$ cat src/rtl/scl_gen_pkg.sv
package scl_gen_pkg;
  typedef enum logic [1:0] {
    PH_IDLE = 2'd0,
    PH_LOW  = 2'd1,
    PH_HIGH = 2'd2
  } scl_phase_e;
endpackage

$ cat src/rtl/scl_rst_sync.sv
module scl_rst_sync (
  input  logic clk,
  input  logic rst_n_i,
  output logic rst_n_o
);
  logic meta_q, sync_q;

  always_ff @(posedge clk or negedge rst_n_i) begin
    if (!rst_n_i) begin
      meta_q <= 1'b0;
      sync_q <= 1'b0;
    end else begin
      meta_q <= 1'b1;
      sync_q <= meta_q;
    end
  end

  assign rst_n_o = sync_q;
endmodule

$ cat src/rtl/scl_tick_div.sv
module scl_tick_div #(
  parameter int PSC_W = 8
) (
  input  logic             clk,
  input  logic             rst_n,
  input  logic             run_i,
  input  logic [PSC_W-1:0] psc_i,
  output logic             tick_o
);
  logic [PSC_W-1:0] pcnt_q, pcnt_d;
  logic             wrap;

  assign wrap   = (pcnt_q >= psc_i);
  assign tick_o = run_i && wrap;

  always_comb begin
    if (!run_i)    pcnt_d = '0;
    else if (wrap) pcnt_d = '0;
    else           pcnt_d = pcnt_q + 1'b1;
  end

  always_ff @(posedge clk or negedge rst_n) begin
    if (!rst_n) pcnt_q <= '0;
    else        pcnt_q <= pcnt_d;
  end


  div_bound_chk: assert property (@(posedge clk) disable iff (!rst_n)
    run_i |-> (pcnt_q <= psc_i));
endmodule

$ cat src/rtl/scl_phase_ctrl.sv
module scl_phase_ctrl
  import scl_gen_pkg::*;
#(
  parameter int CNT_W    = 8,
  parameter int PSC_W    = 8,
  parameter int LOW_OFS  = 7,
  parameter int HIGH_OFS = 5
) (
  input  logic             clk,
  input  logic             rst_n,
  input  logic             en_i,
  input  logic             tick_i,
  input  logic [CNT_W-1:0] scll_i,
  input  logic [CNT_W-1:0] sclh_i,
  input  logic [PSC_W-1:0] psc_i,
  input  logic             scl_sense_i,
  output logic             run_o,
  output logic [PSC_W-1:0] psc_lat_o,
  output logic             drive_low_o,
  output logic             mid_stb_o,
  output logic             hstart_stb_o
);
  localparam int LEN_W = CNT_W + 1;
  localparam logic [LEN_W-1:0] LOW_ADD  = LEN_W'(LOW_OFS);
  localparam logic [LEN_W-1:0] HIGH_ADD = LEN_W'(HIGH_OFS);
  localparam logic [LEN_W-1:0] ONE      = LEN_W'(1);

  scl_phase_e       state_q, state_d;
  logic [LEN_W-1:0] cnt_q, cnt_d;
  logic [LEN_W-1:0] low_len_q;
  logic [CNT_W-1:0] sclh_lat_q;
  logic [PSC_W-1:0] psc_lat_q;
  logic             hi_seen_q, hi_seen_d;
  logic             start;
  logic [LEN_W-1:0] mid_point;

  // next-state process
  always_comb begin
    state_d   = state_q;
    cnt_d     = cnt_q;
    hi_seen_d = hi_seen_q;
    start     = 1'b0;
    if (!en_i) begin
      state_d   = PH_IDLE;
      cnt_d     = '0;
      hi_seen_d = 1'b0;
    end else begin
      unique case (state_q)
        PH_IDLE: start = 1'b1;
        PH_LOW: begin
          if (tick_i) begin
            if (cnt_q == ONE) begin
              state_d   = PH_HIGH;
              cnt_d     = {1'b0, sclh_lat_q} + HIGH_ADD;
              hi_seen_d = 1'b0;
            end else begin
              cnt_d = cnt_q - ONE;
            end
          end
        end
        PH_HIGH: begin
          if (scl_sense_i) hi_seen_d = 1'b1;
          if (tick_i && scl_sense_i) begin
            if (cnt_q == ONE) start = 1'b1;
            else              cnt_d = cnt_q - ONE;
          end
        end
        default: state_d = PH_IDLE;
      endcase
      if (start) begin
        state_d = PH_LOW;
        cnt_d   = {1'b0, scll_i} + LOW_ADD;
      end
    end
  end

  // register process
  always_ff @(posedge clk or negedge rst_n) begin
    if (!rst_n) begin
      state_q   <= PH_IDLE;
      cnt_q     <= '0;
      hi_seen_q <= 1'b0;
    end else begin
      state_q   <= state_d;
      cnt_q     <= cnt_d;
      hi_seen_q <= hi_seen_d;
    end
  end

  // configuration shadow, loaded only when a low phase starts
  always_ff @(posedge clk or negedge rst_n) begin
    if (!rst_n) begin
      low_len_q  <= '0;
      sclh_lat_q <= '0;
      psc_lat_q  <= '0;
    end else if (start) begin
      low_len_q  <= {1'b0, scll_i} + LOW_ADD;
      sclh_lat_q <= sclh_i;
      psc_lat_q  <= psc_i;
    end
  end

  assign mid_point    = low_len_q - (low_len_q >> 1);
  assign run_o        = (state_q != PH_IDLE);
  assign psc_lat_o    = psc_lat_q;
  assign drive_low_o  = (state_q == PH_LOW);
  assign mid_stb_o    = (state_q == PH_LOW) && tick_i && (cnt_q == mid_point);
  assign hstart_stb_o = (state_q == PH_HIGH) && scl_sense_i && !hi_seen_q;


  stretch_hold_chk: assert property (@(posedge clk) disable iff (!rst_n)
    (state_q == PH_HIGH && en_i && !scl_sense_i) |=> (cnt_q == $past(cnt_q)));


  cfg_hold_chk: assert property (@(posedge clk) disable iff (!rst_n)
    (state_q == PH_LOW && en_i) |=>
      (state_q != PH_LOW || (low_len_q == $past(low_len_q) &&
                             psc_lat_q == $past(psc_lat_q) &&
                             sclh_lat_q == $past(sclh_lat_q))));


  high_cnt_live_chk: assert property (@(posedge clk) disable iff (!rst_n)
    (state_q == PH_HIGH) |-> (cnt_q != '0));
endmodule

$ cat src/rtl/scl_timing_gen.sv
module scl_timing_gen #(
  parameter int CNT_W    = 8,
  parameter int PSC_W    = 8,
  parameter int LOW_OFS  = 7,
  parameter int HIGH_OFS = 5
) (
  input  logic             clk,
  input  logic             rst_n,
  input  logic             en_i,
  input  logic [PSC_W-1:0] psc_i,
  input  logic [CNT_W-1:0] scll_i,
  input  logic [CNT_W-1:0] sclh_i,
  input  logic             scl_sense_i,
  output logic             scl_drive_low_o,
  output logic             mid_low_stb_o,
  output logic             high_start_stb_o
);
  logic             rst_n_s;
  logic             run;
  logic             tick;
  logic [PSC_W-1:0] psc_lat;

  scl_rst_sync u_rst (
    .clk     (clk),
    .rst_n_i (rst_n),
    .rst_n_o (rst_n_s)
  );

  scl_tick_div #(.PSC_W(PSC_W)) u_div (
    .clk    (clk),
    .rst_n  (rst_n_s),
    .run_i  (run),
    .psc_i  (psc_lat),
    .tick_o (tick)
  );

  scl_phase_ctrl #(
    .CNT_W(CNT_W), .PSC_W(PSC_W), .LOW_OFS(LOW_OFS), .HIGH_OFS(HIGH_OFS)
  ) u_ctrl (
    .clk          (clk),
    .rst_n        (rst_n_s),
    .en_i         (en_i),
    .tick_i       (tick),
    .scll_i       (scll_i),
    .sclh_i       (sclh_i),
    .psc_i        (psc_i),
    .scl_sense_i  (scl_sense_i),
    .run_o        (run),
    .psc_lat_o    (psc_lat),
    .drive_low_o  (scl_drive_low_o),
    .mid_stb_o    (mid_low_stb_o),
    .hstart_stb_o (high_start_stb_o)
  );


  release_chk: assert property (@(posedge clk) disable iff (!rst_n_s)
    !en_i |=> !scl_drive_low_o);


  quiet_chk: assert property (@(posedge clk) disable iff (!rst_n_s)
    !en_i |=> !(mid_low_stb_o || high_start_stb_o));
endmodule

$ cat config.mk
export PLATFORM = sky130hd
export DESIGN_NAME = scl_timing_gen
export DESIGN_NICKNAME = d
export VERILOG_FILES = /design/src/rtl/scl_gen_pkg.sv /design/src/rtl/scl_rst_sync.sv /design/src/rtl/scl_tick_div.sv /design/src/rtl/scl_phase_ctrl.sv /design/src/rtl/scl_timing_gen.sv
export SDC_FILE = /design/constraint.sdc
export NUM_CORES = 1
export LEC_CHECK = 0
export BUFFER_PORTS_ARGS = -buffer_cell sky130_fd_sc_hd__clkbuf_2
export CORE_MARGIN = 10
export CORE_UTILIZATION = 64
export CTS_CLUSTER_SIZE = 20
export DETAILED_ROUTE_END_ITERATION = 10
export PLACE_DENSITY = 0.94
export SLEW_MARGIN = 0
export SYNTH_ARGS = -nofsm -noshare
export SYNTH_HDL_FRONTEND = slang
export SYNTH_HIERARCHICAL = 1
export SYNTH_SLANG_ARGS = --single-unit
$ cat constraint.sdc
create_clock -name clk -period 5.54 [get_ports clk]
set_input_delay 0.277 -clock clk [delete_from_list [all_inputs] [get_ports clk]]
set_output_delay 0.277 -clock clk [all_outputs]
set_load 0.02 [all_outputs]
Yosys cells after proc, flatten, opt, wreduce, memory -nomap -nowiden --
Cells that the tools add are included.
Word-level totals: register bits 47, input port bits 28, output and inout port bits 3, word-level logic and storage cells 66
Cells by class: $add $sub $neg 5, magnitude comparators 1, equality and inequality tests 14, multiplexer cells 24, reduce and logical (&&, ||, !) cells 13
Operators by type and width (count):
- 9-bit 2-to-1 mux | 6
- 8-bit by 3-bit adder with 9-bit output, second input constant | 2
- 9-bit case mux with 2 select lines | 1
- 8-bit 2-to-1 mux | 2
- 9-bit by 1-bit equality test with 1-bit output, second input constant | 1
- 9-bit equality test | 1
- 3-bit by 2-bit inequality test with 1-bit output, second input constant | 3
- 9-bit by 1-bit subtractor with 9-bit output, second input constant | 1
- 9-bit by 8-bit subtractor with 9-bit output | 1
- 8-bit by 1-bit adder with 8-bit output, second input constant | 1
- 8-bit >= comparator | 1
- 1-bit 2-to-1 mux | 8
- 2-bit 2-to-1 mux | 4
- 4-bit by 2-bit inequality test with 1-bit output, second input constant | 2
- 4-bit AND reduction | 2
- 1-bit logical AND | 6
- 4-bit by 1-bit inequality test with 1-bit output, second input constant | 1
- 4-bit by 3-bit inequality test with 1-bit output, second input constant | 1
- 4-bit inequality test, second input constant | 1
- 1-bit case mux with 2 select lines | 2
- 2-bit case mux with 2 select lines | 1
- 3-bit by 1-bit inequality test with 1-bit output, second input constant | 1
- 3-bit inequality test, second input constant | 1
- 3-bit AND reduction | 1
- other kinds (6) | 6

Logic depth before layout (Yosys ltp) --
depth after elaboration 8, depth in mapped cells 13, gate-level depth less buffers 12

By module --
The synthesis kept the hierarchy.
By module, submodules not included:
- scl_phase_ctrl | instances 1, cells an instance 268, area an instance 2563.7 um^2, sequential area each 925.9 um^2
- scl_tick_div | instances 1, cells an instance 58, area an instance 571.8 um^2, sequential area each 200.2 um^2
- scl_rst_sync | instances 1, cells an instance 3, area an instance 53.8 um^2, sequential area each 50.0 um^2

Worst setup path before layout --
Ideal clock, no wire load.
path type flip-flop to output port, start point reg u_div.pcnt_q[3], end point out mid_low_stb_o, arrival 2505 ps, data required time 5263 ps, path slack 2758 ps, stages on the path, launching flop included 11, cells stage by stage dfrtp_1 > ha_1 > o21a_1 > a21oi_1 > o31ai_1 > and2_1 > nand4_1 > a21oi_1 > o311ai_0 > or4_1 > nor3_1
Between the ends: longest elaborated chain between the ends 4
RTL lines:
- from (decl) | RTL line scl_tick_div.sv:10 | logic [PSC_W-1:0] pcnt_q, pcnt_d;
- from (signal assigned) | RTL line scl_tick_div.sv:24 | else pcnt_q <= pcnt_d;
- 8-bit >= comparator | RTL line scl_tick_div.sv:13 | assign wrap = (pcnt_q >= psc_i);
- 1-bit logical AND | RTL line scl_tick_div.sv:14 | assign tick_o = run_i && wrap;
- net tick | RTL line scl_timing_gen.sv:20 | logic tick;
- 1-bit logical AND (2 in a row) | RTL line scl_phase_ctrl.sv:107 | assign mid_stb_o = (state_q == PH_LOW) && tick_i && (cnt_q == mid_point);
- to (decl) | RTL line scl_timing_gen.sv:15 | output logic mid_low_stb_o,
The timed path passes the listed nets, and every way through them passes these cells.

Worst setup path after layout --
start point reg u_div.pcnt_q[3], end point reg u_ctrl.sclh_lat_q[3]
Between the ends: longest elaborated chain between the ends 7
RTL lines:
- 8-bit >= comparator | RTL line scl_tick_div.sv:13
- 1-bit logical AND | RTL line scl_tick_div.sv:14
- net tick | RTL line scl_timing_gen.sv:20
- 1-bit logical AND | RTL line scl_phase_ctrl.sv:63 | if (tick_i && scl_sense_i) begin
- 1-bit 2-to-1 mux | RTL line scl_phase_ctrl.sv:63
- 1-bit case mux with 2 select lines | RTL line scl_phase_ctrl.sv:48 | unique case (state_q)
- 1-bit 2-to-1 mux (2 in a row) | RTL line scl_phase_ctrl.sv:43 | if (!en_i) begin
- to (signal assigned) | RTL line scl_phase_ctrl.sv:98 | sclh_lat_q <= sclh_i;
- to (decl) | RTL line scl_phase_ctrl.sv:31 | logic [CNT_W-1:0] sclh_lat_q;
The timed path passes the listed nets, and every way through them passes these cells. The select of a mux whose other input is x is not followed. A chain may end at the register's enable or synchronous reset.

==> impl_metrics.prom <==
# TYPE chip_impl_metric gauge
chip_impl_info{name="critPathLaunchType",value="register"} 1
chip_impl_info{name="outcome",value="completed"} 1
chip_impl_metric{name="synth-seq-cells",unit=""} 47
chip_impl_metric{name="utilization",unit="%"} 72.0
chip_impl_metric{name="synth_fp_nets",unit=""} 379
chip_impl_metric{name="hold_viol_final",unit=""} 0
chip_impl_metric{name="hold_buffers",unit=""} 1
chip_impl_metric{name="yosys_warning_total",unit=""} 6
chip_impl_metric{name="timing.final.setup_violations",unit=""} 0
chip_impl_metric{name="overall_die_height",unit="µm"} 90.6
chip_impl_metric{name="antenna_found_initial",unit=""} 0
chip_impl_info{name="crit_path_end_kind",value="register"} 1
chip_impl_metric{name="maxCapViolCount",unit=""} 0
chip_impl_metric{name="slew_headroom",unit="%"} 19.6
chip_impl_metric{name="drt_first_iter_violations",unit=""} 182
chip_impl_metric{name="tritoncts.num_buffers",unit=""} 5
chip_impl_metric{name="internal_power",unit="mW"} 0.751
chip_impl_metric{name="cts_setup_buffers",unit=""} 0
chip_impl_metric{name="finalNonFillerCells",unit=""} 425
chip_impl_metric{name="number_of_buffer_cells_added_on_primary_ports",unit=""} 30
chip_impl_metric{name="final.hold.worst_slack",unit="ns"} 0.182
chip_impl_metric{name="synth_enable_flop_cells",unit=""} 0
chip_impl_metric{name="post_cts_resize_count",unit=""} 0
chip_impl_metric{name="h_tree_levels",unit=""} 2
chip_impl_metric{name="wl",unit="mm"} 6.72
chip_impl_metric{name="clk-insertion-delay-late",unit="ns"} 0.30
chip_impl_metric{name="finalMaxSlewViolations",unit=""} 0
chip_impl_metric{name="nNetsFinal",unit=""} 407
chip_impl_info{name="dominantRegCellSynth",value="sky130_fd_sc_hd__dfrtp_1"} 1
chip_impl_metric{name="drt-pass1-iter-count",unit=""} 4
chip_impl_metric{name="worst_ep_arrival_time",unit="ns"} 3.61
chip_impl_metric{name="power.switching_fraction",unit="%"} 38.3
chip_impl_metric{name="global_route_wire_length_before_repair",unit="mm"} 11.5
chip_impl_metric{name="preCtsSetupSlack",unit="ns"} 2.26
chip_impl_metric{name="clock_tree.buffer_depth",unit=""} 2
chip_impl_metric{name="placeableCoreArea",unit="µm²"} 4790
chip_impl_metric{name="io_pins",unit=""} 31
chip_impl_metric{name="fin_skew",unit="ns"} 0.00631
chip_impl_metric{name="clock_power_share",unit="%"} 17.4
chip_impl_metric{name="ir_drop",unit="mV"} 0.259
chip_impl_metric{name="final_area",unit="µm²"} 3450
chip_impl_metric{name="grt_start_max_net_pins",unit=""} 46
chip_impl_metric{name="worstMarginPinSlew",unit="ns"} 1.20
chip_impl_metric{name="vias",unit=""} 2487
chip_impl_metric{name="netlist_instances",unit=""} 329
chip_impl_metric{name="combinational_fraction_of_design_power",unit="%"} 42.2
chip_impl_metric{name="yosysUniqueCellTypes",unit=""} 60
chip_impl_info{name="criticalPathCategory",value="reg -> reg"} 1
chip_impl_metric{name="regToRegSetupSlack",unit="ns"} 2.12
chip_impl_metric{name="total_congestion_overflow_after_global_routing",unit=""} 0
chip_impl_metric{name="cts.sinks",unit=""} 47
chip_impl_metric{name="placement_rows",unit=""} 25
chip_impl_info{name="cts_tree",value="yes"} 1
chip_impl_metric{name="layout-drive-gt1-share",unit="%"} 18.2
chip_impl_metric{name="async_flop_share",unit="%"} 100
chip_impl_metric{name="routed_via_density",unit=""} 5.85
chip_impl_metric{name="nFillCells",unit=""} 365
chip_impl_metric{name="wl_per_cell",unit="µm"} 15.8
chip_impl_metric{name="die_width",unit="µm"} 90.6
chip_impl_metric{name="drc",unit=""} 0
chip_impl_metric{name="detail_placement_hpwl",unit="mm"} 5.06
chip_impl_metric{name="synth_sequential_area_ratio",unit="%"} 36.9
chip_impl_metric{name="instance_count_after_placement_with_tap_cells_included",unit=""} 416
chip_impl_metric{name="placement.cell_area",unit="µm²"} 3340
chip_impl_info{name="clock-root-buffer",value="sky130_fd_sc_hd__clkbuf_8"} 1
chip_impl_metric{name="setup-tns-final",unit="ns"} 0
chip_impl_info{name="setup_repair_after_global_routing_missed_its_margin",value="no"} 1
chip_impl_metric{name="final.min_clock_period",unit="ns"} 3.42
chip_impl_metric{name="syn-cell-area",unit="µm²"} 3190
chip_impl_metric{name="powerDensity",unit="nW/µm²"} 353
chip_impl_metric{name="fmaxAchievable",unit="MHz"} 292
chip_impl_metric{name="period_share",unit="%"} 61.8
chip_impl_metric{name="power.share.sequential",unit="%"} 40.3
chip_impl_metric{name="total_leakage_power",unit="nW"} 1.61
chip_impl_metric{name="drtAntennaViolNets",unit=""} 0
chip_impl_metric{name="floorplan.initialDensity",unit="%"} 66.6
chip_impl_metric{name="totalPowerFinal",unit="mW"} 1.22
chip_impl_metric{name="switchingPower",unit="mW"} 0.467
chip_impl_metric{name="first_global_vias",unit=""} 2573
chip_impl_metric{name="clkTransAtPathRegs",unit="ns"} 0.08
chip_impl_metric{name="flow.area_growth_from_synthesis",unit="%"} 8.04
chip_impl_metric{name="die_area",unit="µm²"} 8210
chip_impl_metric{name="worst_slack",unit="ns"} 2.12
chip_impl_metric{name="grt_usage",unit="%"} 16.7
chip_impl_info{name="hold_class",value="in -> reg"} 1
chip_impl_metric{name="critical_path_peak_fanout",unit=""} 39
chip_impl_metric{name="cp_data_required_time",unit="ns"} 5.72
chip_impl_metric{name="gp_weighted_congestion",unit=""} 0.898
chip_impl_info{name="final_cell_mix",value="sky130_fd_sc_hd__dfrtp_1, sky130_fd_sc_hd__clkbuf_2, sky130_fd_sc_hd__nor2_1"} 1
chip_impl_info{name="final_common_cell",value="sky130_fd_sc_hd__dfrtp_1"} 1
chip_impl_metric{name="post_syn_area_per_cell",unit="µm²"} 9.69
chip_impl_metric{name="insertedDiodeCount",unit=""} 0
critical path, stage by stage (launching register included):
cell	delay, ns
sky130_fd_sc_hd__dfrtp_1	0.44
sky130_fd_sc_hd__ha_1	0.31
sky130_fd_sc_hd__o21a_1	0.13
sky130_fd_sc_hd__a21oi_1	0.11
sky130_fd_sc_hd__o31ai_1	0.31
sky130_fd_sc_hd__and2_1	0.29
sky130_fd_sc_hd__nand3b_1	0.21
sky130_fd_sc_hd__o41ai_4	0.42
sky130_fd_sc_hd__nand2_2	0.54
sky130_fd_sc_hd__mux2_1	0.53
kinds of logic (layout without fill, tap and decap cells):
group	Yosys count	in the layout	share of synthesized area, %
AND/OR/NAND/NOR	96	96	16.2
AO/OA/AOI/OAI	74	74	16.5
flip-flops	47	47	36.9
XOR/XNOR	36	36	9.89
buffers and inverters	36	65	5.57
adder cells (fa/ha/maj)	22	22	8.87
multiplexers	17	17	5.96
other	1	1	0.118
area by class of cell:
cell class / instances / area, µm² / share of cell area, %
flip-flops and latches: 47 / 1180 / 34.2
inverters: 26 / 97.6 / 2.83
clock buffers: 7 / 86.3 / 2.51
clock inverters: 1 / 5.00 / 0.145
well taps: 67 / 83.8 / 2.43
repair buffers: 31 / 160 / 4.65
multi-input cells: 246 / 1840 / 53.3
synthesized netlist by cell type (4+ instances only):
| cell | number | area (µm²) |
|---|---|---|
| sky130_fd_sc_hd__o21ai_1 | 4 | 20.0 |
| sky130_fd_sc_hd__ha_1 | 21 | 263 |
| sky130_fd_sc_hd__o21ai_0 | 12 | 60.1 |
| sky130_fd_sc_hd__mux2_2 | 13 | 146 |
| sky130_fd_sc_hd__nor2b_1 | 5 | 31.3 |
| sky130_fd_sc_hd__inv_1 | 26 | 97.6 |
| sky130_fd_sc_hd__o21a_1 | 7 | 52.6 |
| sky130_fd_sc_hd__nand2b_1 | 4 | 25.0 |
| sky130_fd_sc_hd__buf_2 | 4 | 20.0 |
| sky130_fd_sc_hd__dfrtp_1 | 47 | 1180 |
| sky130_fd_sc_hd__xnor2_1 | 18 | 158 |
| sky130_fd_sc_hd__xor2_1 | 18 | 158 |
| sky130_fd_sc_hd__nand3_1 | 12 | 60.1 |
| sky130_fd_sc_hd__nor3_1 | 5 | 25.0 |
| sky130_fd_sc_hd__nor2_1 | 27 | 101 |
| sky130_fd_sc_hd__a21o_1 | 6 | 45.0 |
| sky130_fd_sc_hd__buf_6 | 5 | 56.3 |
| sky130_fd_sc_hd__a21oi_1 | 19 | 95.1 |
| sky130_fd_sc_hd__nand2_1 | 16 | 60.1 |
power groups by stage:
stage,logic [mW],clock network [mW],registers [mW]
after floorplan,0.441,0,0.460
after global placement,0.480,0,0.490
after detailed placement,0.505,0,0.496
after CTS,0.513,0.216,0.489
after global routing,0.575,0.230,0.502
final,0.514,0.212,0.491
per-layer routing:
layer | share of wire, % | global-route usage [%] | vias up
li1 | - | - | 1214
met1 | 43 | 19.7 | 1187
met2 | 49 | 28.6 | 72
met3 | 5.8 | 3.57 | 14
met4 | 2.1 | 6.90 | 0
met5 | 0 | 0 | -
state kept, by name, summed over array words and instances, names as in the netlist:
signal,cells
u_rst/meta_q,1
u_ctrl/sclh_lat_q,8
u_ctrl/low_len_q,9
u_ctrl/psc_lat_o,8
u_ctrl/state_q,2
u_div/pcnt_q,8
u_ctrl/cnt_q,9
u_rst/rst_n_o,1
u_ctrl/hi_seen_q,1
final timing paths:
path                            cells past startpoint                       from                                to
worst min register to register                      0     u_rst/meta_q$_DFF_PN0_           u_rst/rst_n_o$_DFF_PN0_
min in group asynchronous                           2                      rst_n           u_rst/rst_n_o$_DFF_PN0_
worst min-delay path                                2                   psc_i[6]   u_ctrl/psc_lat_o[6]$_DFFE_PN0P_
max in group asynchronous                           0    u_rst/rst_n_o$_DFF_PN0_   u_ctrl/low_len_q[8]$_DFFE_PN0P_
worst max register to register                      9  u_div/pcnt_q[3]$_DFF_PN0_  u_ctrl/sclh_lat_q[3]$_DFFE_PN0P_
worst max-delay path                                9  u_div/pcnt_q[3]$_DFF_PN0_  u_ctrl/sclh_lat_q[3]$_DFFE_PN0P_
(Power assumes the default switching activity.)
